## config.mk

```make
export PLATFORM = sky130hd
export DESIGN_NAME = decade_johnson
export DESIGN_NICKNAME = d
export VERILOG_FILES = /design/src/rtl/decade_pkg.sv /design/src/rtl/jc_legal.sv /design/src/rtl/jc_decode.sv /design/src/rtl/jc_ring.sv /design/src/rtl/decade_johnson.sv
export SDC_FILE = /design/constraint.sdc
export NUM_CORES = 1
export LEC_CHECK = 0
export BUFFER_PORTS_ARGS = -buffer_cell sky130_fd_sc_hd__buf_4
export CORE_ASPECT_RATIO = 1.5
export CORE_UTILIZATION = 25
export DETAILED_ROUTE_END_ITERATION = 7
export GPL_TIMING_DRIVEN = 1
export PLACE_DENSITY = 0.41
export SLEW_MARGIN = 20
export SYNTH_ARGS = -nofsm -noshare
export SYNTH_HDL_FRONTEND = slang
export SYNTH_HIERARCHICAL = 1
export SYNTH_SLANG_ARGS = --single-unit
```

## constraint.sdc

```tcl
create_clock -name clk -period 2.9 [get_ports clk]
set_input_delay 0.87 -clock clk [delete_from_list [all_inputs] [get_ports clk]]
set_output_delay 0.87 -clock clk [all_outputs]
set_load 0.02 [all_outputs]
```

## src/rtl/decade_pkg.sv

```systemverilog
package decade_pkg;
  parameter int DEF_STAGES = 5;

  typedef enum logic [1:0] {
    ACT_RESET  = 2'd0,
    ACT_REPAIR = 2'd1,
    ACT_HOLD   = 2'd2,
    ACT_STEP   = 2'd3
  } ring_act_e;
endpackage

```

## src/rtl/jc_legal.sv

```systemverilog
module jc_legal #(
  parameter int STAGES = decade_pkg::DEF_STAGES
) (
  input  logic [STAGES-1:0] code_i,
  output logic              legal_o
);
  localparam int NEDGE = STAGES - 1;

  logic [NEDGE-1:0] boundary;

  // A legal twisted-ring code has at most one place where neighbours differ.
  for (genvar i = 0; i < NEDGE; i++) begin : g_bound
    assign boundary[i] = code_i[i] ^ code_i[i+1];
  end

  assign legal_o = ($countones(boundary) <= 1);
endmodule

```

## src/rtl/jc_decode.sv

```systemverilog
module jc_decode #(
  parameter int STAGES = decade_pkg::DEF_STAGES
) (
  input  logic [STAGES-1:0]   code_i,
  output logic [2*STAGES-1:0] onehot_o
);
  localparam int NSTATES = 2 * STAGES;

  // Each phase is recognised from one pair of ring bits.
  for (genvar k = 0; k < NSTATES; k++) begin : g_phase
    if (k == 0) begin : g_empty
      assign onehot_o[k] = ~code_i[0] & ~code_i[STAGES-1];
    end else if (k < STAGES) begin : g_filling
      assign onehot_o[k] = code_i[k-1] & ~code_i[k];
    end else if (k == STAGES) begin : g_full
      assign onehot_o[k] = code_i[0] & code_i[STAGES-1];
    end else begin : g_draining
      assign onehot_o[k] = ~code_i[k-STAGES-1] & code_i[k-STAGES];
    end
  end
endmodule

```

## src/rtl/jc_ring.sv

```systemverilog
module jc_ring
  import decade_pkg::*;
#(
  parameter int STAGES = DEF_STAGES
) (
  input  logic              clk,
  input  logic              rst,
  input  logic              inhibit,
  output logic [STAGES-1:0] state_d,
  output logic              legal_o
);
  logic [STAGES-1:0] state_q;
  ring_act_e         act;

  jc_legal #(.STAGES(STAGES)) u_legal (
    .code_i  (state_q),
    .legal_o (legal_o)
  );

  // Priority: reset, then repair of an illegal code, then inhibit, then step.
  always_comb begin
    if (rst)           act = ACT_RESET;
    else if (!legal_o) act = ACT_REPAIR;
    else if (inhibit)  act = ACT_HOLD;
    else               act = ACT_STEP;
  end

  always_comb begin
    case (act)
      ACT_RESET,
      ACT_REPAIR: state_d = '0;
      ACT_HOLD:   state_d = state_q;
      default:    state_d = {state_q[STAGES-2:0], ~state_q[STAGES-1]};
    endcase
  end

  always_ff @(posedge clk) begin
    state_q <= state_d;
  end
endmodule

```

## src/rtl/decade_johnson.sv

```systemverilog
module decade_johnson #(
  parameter int STAGES = decade_pkg::DEF_STAGES
) (
  input  logic                clk,
  input  logic                rst,
  input  logic                inhibit,
  output logic [2*STAGES-1:0] phase_o,
  output logic                carry_o
);
  localparam int NSTATES = 2 * STAGES;

  logic [STAGES-1:0]  ring_d;
  logic               ring_ok;
  logic [NSTATES-1:0] phase_d;

  jc_ring #(.STAGES(STAGES)) u_ring (
    .clk     (clk),
    .rst     (rst),
    .inhibit (inhibit),
    .state_d (ring_d),
    .legal_o (ring_ok)
  );

  // Decode the next ring value so the registered outputs line up with the ring.
  jc_decode #(.STAGES(STAGES)) u_dec (
    .code_i   (ring_d),
    .onehot_o (phase_d)
  );

  always_ff @(posedge clk) begin
    phase_o <= phase_d;
    carry_o <= ~ring_d[STAGES-1];
  end
endmodule

```

Word-level counts from Yosys, hierarchy flattened --
Cells that the tools add are included.
Cells by class: add/sub/neg operators 3, magnitude comparators 1, equal/unequal tests 2, multiplexer cells 4, bitwise gates (word level) 20, reductions and logical operators 2
Operators by type and width (count):
- $and 1x1->1 | 10
- $pmux 5 s2 | 1
- $not 1->1 | 6
- $add 1x1->2 | 2
- $mux 2 | 2
- $xor 1x1->1 | 4
- $add 2x2->3 | 1
- $le 3x1->1 const B | 1
- $eq 2x1->1 const B | 1
- $eq 2x2->1 const B | 1
- $logic_not 2->1 | 1
- $reduce_or 2->1 | 1
- $mux 1 | 1
Word-level totals: bits in registers 16, bits of input ports 3, output and inout port bits 11, word-level logic and storage cells 35

Depth between registers and ports, before layout --
depth after elaboration 11, mapped depth 8, mapped depth without buffers 8

Cells and area by module --
The synthesis kept the hierarchy.
Modules (own cells, without submodules):
- decade_johnson | times used 1, cells each 12, area an instance 224.0 µm², seq. area each 220.2 µm²
- jc_ring | times used 1, cells each 18, area an instance 191.4 µm², seq. area each 100.1 µm²
- jc_legal | times used 1, cells each 9, area an instance 96.3 µm², seq. area each 0.0 µm²
- jc_decode | times used 1, cells each 10, area an instance 65.1 µm², seq. area each 0.0 µm²

Least setup slack after synthesis --
OpenSTA, ideal clock, no wires.
kind register to register, start point register u_ring.state_q[3], end point register phase_o[2], library setup time 0.116 ns, arrival 2.017 ns, required time 2.784 ns, slack 0.767 ns, stages on the path, launching flop included 9, buffers on the path 0, period minus slack after synthesis 2.133 ns, cell sequence dfxtp_1 -> xor2_1 -> ha_1 -> ha_1 -> fa_1 -> nor2_1 -> nand2b_1 -> nor2_1 -> and2b_2
On the way: longest elaborated chain between the ends 11, elaborated cells between the ends (all ways) 14, those cells by class add/sub (2); order compare (1); eq/ne (2); mux (3); bitwise (4); reduce/logical (2)
Ends and longest elaborated chain:
- from (decl) | line jc_ring.sv:12 | logic [STAGES-1:0] state_q;
- from (signal assigned) | line jc_ring.sv:38 | state_q <= state_d;
- $xor 1x1->1 | line jc_legal.sv:13 | assign boundary[i] = code_i[i] ^ code_i[i+1];
- $add 1x1->2 (implied by the code) * | line jc_legal.sv:16 | assign legal_o = ($countones(boundary) <= 1);
- $add 2x2->3 (implied by the code) * | line jc_legal.sv:16
- $le 3x1->1 * | line jc_legal.sv:16
- via ring_ok | line decade_johnson.sv:13 | logic ring_ok;
- $mux 2 * | line jc_ring.sv:23 | else if (!legal_o) act = ACT_REPAIR;
- $mux 2 * | line jc_ring.sv:22 | if (rst) act = ACT_RESET;
- $eq 2x1->1 or $logic_not 2->1 (tied branches) | line jc_ring.sv:29 | case (act)
- $reduce_or 2->1 | line jc_ring.sv:29
- $pmux 5 s2 * | line jc_ring.sv:29
- via ring_d[2] | line decade_johnson.sv:12 | logic [STAGES-1:0] ring_d;
- $not 1->1 * | line jc_decode.sv:14 | assign onehot_o[k] = code_i[k-1] & ~code_i[k];
- $and 1x1->1 * | line jc_decode.sv:14
- via phase_d[2] | line decade_johnson.sv:14 | logic [NSTATES-1:0] phase_d;
- to (signal assigned) | line decade_johnson.sv:31 | phase_o <= phase_d;
- to (decl) | line decade_johnson.sv:7 | output logic [2*STAGES-1:0] phase_o,
Mark *: on every way through the listed nets, which the timed path passes. The rest lies on a longest branch.

Final worst setup path --
Same ends and word-level chain as after synthesis.

==> impl_metrics.yaml <==
run_status:
  status: "complete, no violations"
drt:
  wire_per_inst_um: 9.74
  num_vias: 355
  final_antenna_net_count: 0
  drt_first_iter_violations: 6
  drt_pre_antenna_iters: 4
  wl_um: 847
  route.detailed.drc: 0
  viasPerCell: 4.08
global_routing:
  overflow: 0
  grt_max_degree: 10
  grt_pass1_wl_um: 1410
  antenna_found_initial: 0
  grt_pass1_vias: 358
  grt_use_total_pct: 8.76
worst_hold_path:
  hold_depth: 2
  worstHoldStart: "u_ring/state_q[0]$_DFF_P_"
  worstHoldPathType: "flip-flop to flip-flop"
  whs_endpoint: "u_ring/state_q[0]$_DFF_P_"
critical_path:
  reg2reg_to: "phase_o[2]$_DFF_P_"
  required_ps: 3070
  path_class: "flip-flop to flip-flop"
  arrival_ps: 2520
  cp-end-kind: "flip-flop"
  crit_fanout: 5
  timing.rr.start: "u_ring/state_q[3]$_DFF_P_"
  r2r_cells: 8
  reg2reg_slack_ps: 560
  cp-start-kind: "flip-flop"
finish:
  fin_nets: 73
  n_antenna_cell: 0
  n_fill_cell: 233
  drive_above_1_share_pct: 30.8
  area_growth_pct: 26.0
placed_design:
  routabilityCongestion: 0.584
  port_buffers: 13
  pre_cts_ws_ps: 516
  hpwlAfterDp_um: 670
floorplanning:
  die_h_um: 60.8
  io_pins: 14
  core_um2: 2100
  start_util_pct: 27.4
  die_w_um: 41.2
  row_count: 20
  die_area_um2: 2510
timing:
  min_period_ps: 2340
  clock_skew_ps: 5.31
  finalHoldViolCount: 0
  max_freq_mhz: 426
  fin_ws_ps: 555
  fin_setup_tns_ps: 0
  worst_pin_slew_ps: 343
  finalSetupViolations: 0
  rsz0062_at_grt: "no"
  fin_crit_sh_pct: 80.9
  maxSlewHeadroom_pct: 77.1
  drv_slew: 0
power_and_ir_drop:
  clock_power_share_pct: 34.4
  power_leakage_uw: 0.000373
  power_uw: 409
  ir_worst_vdd_uv: 229
  p_sw_share_pct: 21.6
  p_switching_uw: 88.2
  p_seq_share_pct: 56.6
  power.internal_uw: 321
  p_comb_share_pct: 9.0
  p_per_area_nw_per_um2: 562
clock_tree:
  cts_inserted_buffers: 3
  ctsHoldBuffers: 0
  h-tree-depth: 1
  cts_tree: "yes"
  path_clk_slew_ps: 90
  insertion_delay_ps: 280
  root_buffer: "clkbuf_4"
  cts.sinks: 16
  cts_buffer_depth: 2
  post_cts_buffers: 0
  cts_resized: 0
synthesis:
  synth_area_per_cell_um2: 11.8
  synth_warnings: 6
  ys_ff_latch: 16
  synth_top_flop_cell: "dfxtp_1"
  yosysTopAreaCell: "dfxtp_1"
  synth_cells: 49
  async_reset_ff_share_pct: 0
  syn_nets: 56
  synth_edf_count: 0
  synth_common_cells: "16 x dfxtp_1, 6 x nor2_1, 6 x nor2b_1"
  synth_area_leaders: "dfxtp_1 56%, mux2i_1 6.9%, ha_1 6.5%, nor2b_1 6.5%, xor2_1 6.1%"
  synth.top_cell.area_share_pct: 55.5
  synth-seq-area-share_pct: 55.5
  netlist_area_um2: 577
  synth.most_common_cell: "dfxtp_1"
  synth_cell_type_count: 15
job:
  maxCapViolCount: 0
[layer usage]
metal / track usage (%) / part of all wire [%]
met4: 9.68 / 1.9
met1: 9.15 / 44
met3: 1.10 / 4.5
met2: 13.4 / 50
met5: 0 / 0
[cell families (layout without fill, tap and decap cells)]
family	after synthesis	after routing	synth area share, %
xor+xnor	4	4	6.07
mux	4	4	6.94
compound gates	1	1	1.52
buf+inv	2	18	2.60
fa+ha+maj	4	4	9.98
simple gates	18	18	17.4
flops	16	16	55.5
[power by group through the flow]
stage          Clock [uW]  Combinational (uW)  Sequential [uW]
6_report              141                36.9              231
3_3_place_gp            0                37.7              236
3_5_place_dp            0                37.9              236
4_1_cts               151                38.0              231
5_1_grt               164                42.1              232
2_1_floorplan           0                18.9              243
[sequential cells by signal (all words and copies together), names as in the netlist]
name            count
carry_o             1
phase_o            10
u_ring/state_q      5
[worst max-delay path by stage]
stage                                         start            endpoint  slack, ps  depth (start not counted)
after global routing      u_ring/state_q[3]$_DFF_P_  phase_o[2]$_DFF_P_        310                          8
after global placement    u_ring/state_q[3]$_DFF_P_  phase_o[2]$_DFF_P_        540                          8
after detailed placement  u_ring/state_q[3]$_DFF_P_  phase_o[2]$_DFF_P_        520                          8
after floorplan           u_ring/state_q[3]$_DFF_P_  phase_o[2]$_DFF_P_        770                          8
after CTS                 u_ring/state_q[3]$_DFF_P_  phase_o[2]$_DFF_P_        500                          8
final                     u_ring/state_q[3]$_DFF_P_  phase_o[2]$_DFF_P_        560                          8
[through the flow]
step / hold slack, ps / cell area, um^2 / cells / utilization [%]
floorplan: 493 / 577 / 49 / -
global placement: 527 / 691 / 83 / 32.9
detailed placement: 532 / 691 / 83 / 32.9
CTS: 547 / 727 / 87 / 34.6
global route: 578 / 727 / 87 / 34.6
finish: 539 / 727 / 87 / 34.6
[critical path: stages, from the launching register on]
cell,delay (ps)
dfxtp_1,410
xor2_1,190
ha_1,260
ha_1,210
fa_1,430
nor2_1,110
nand2b_1,150
nor2_1,250
and2b_2,240
[cells in the final DEF (no fill, tap or decap)]
| master | count |
|---|---|
| dfxtp_1 | 16 |
| buf_4 | 13 |
| nor2b_1 | 6 |
| nor2_1 | 6 |
| mux2i_1 | 4 |
| xor2_1 | 4 |
| clkbuf_4 | 3 |
| ha_1 | 3 |
| and2b_2 | 2 |
| inv_1 | 1 |
| clkbuf_8 | 1 |
| and2_1 | 1 |
| nand2b_1 | 1 |
| nand2_1 | 1 |
| or2_1 | 1 |
| a21oi_2 | 1 |
| fa_1 | 1 |
[area by class of cell]
cell class              instances  area [um^2]  share of cell area, %
inverters                       1         3.75                  0.516
multi-input cells              31          241                   33.2
repair buffers                 13         97.6                   13.4
well taps                      22         27.5                   3.79
flip-flops and latches         16          320                   44.1
clock buffers                   4         36.3                   4.99
(Power assumes the default switching activity.)
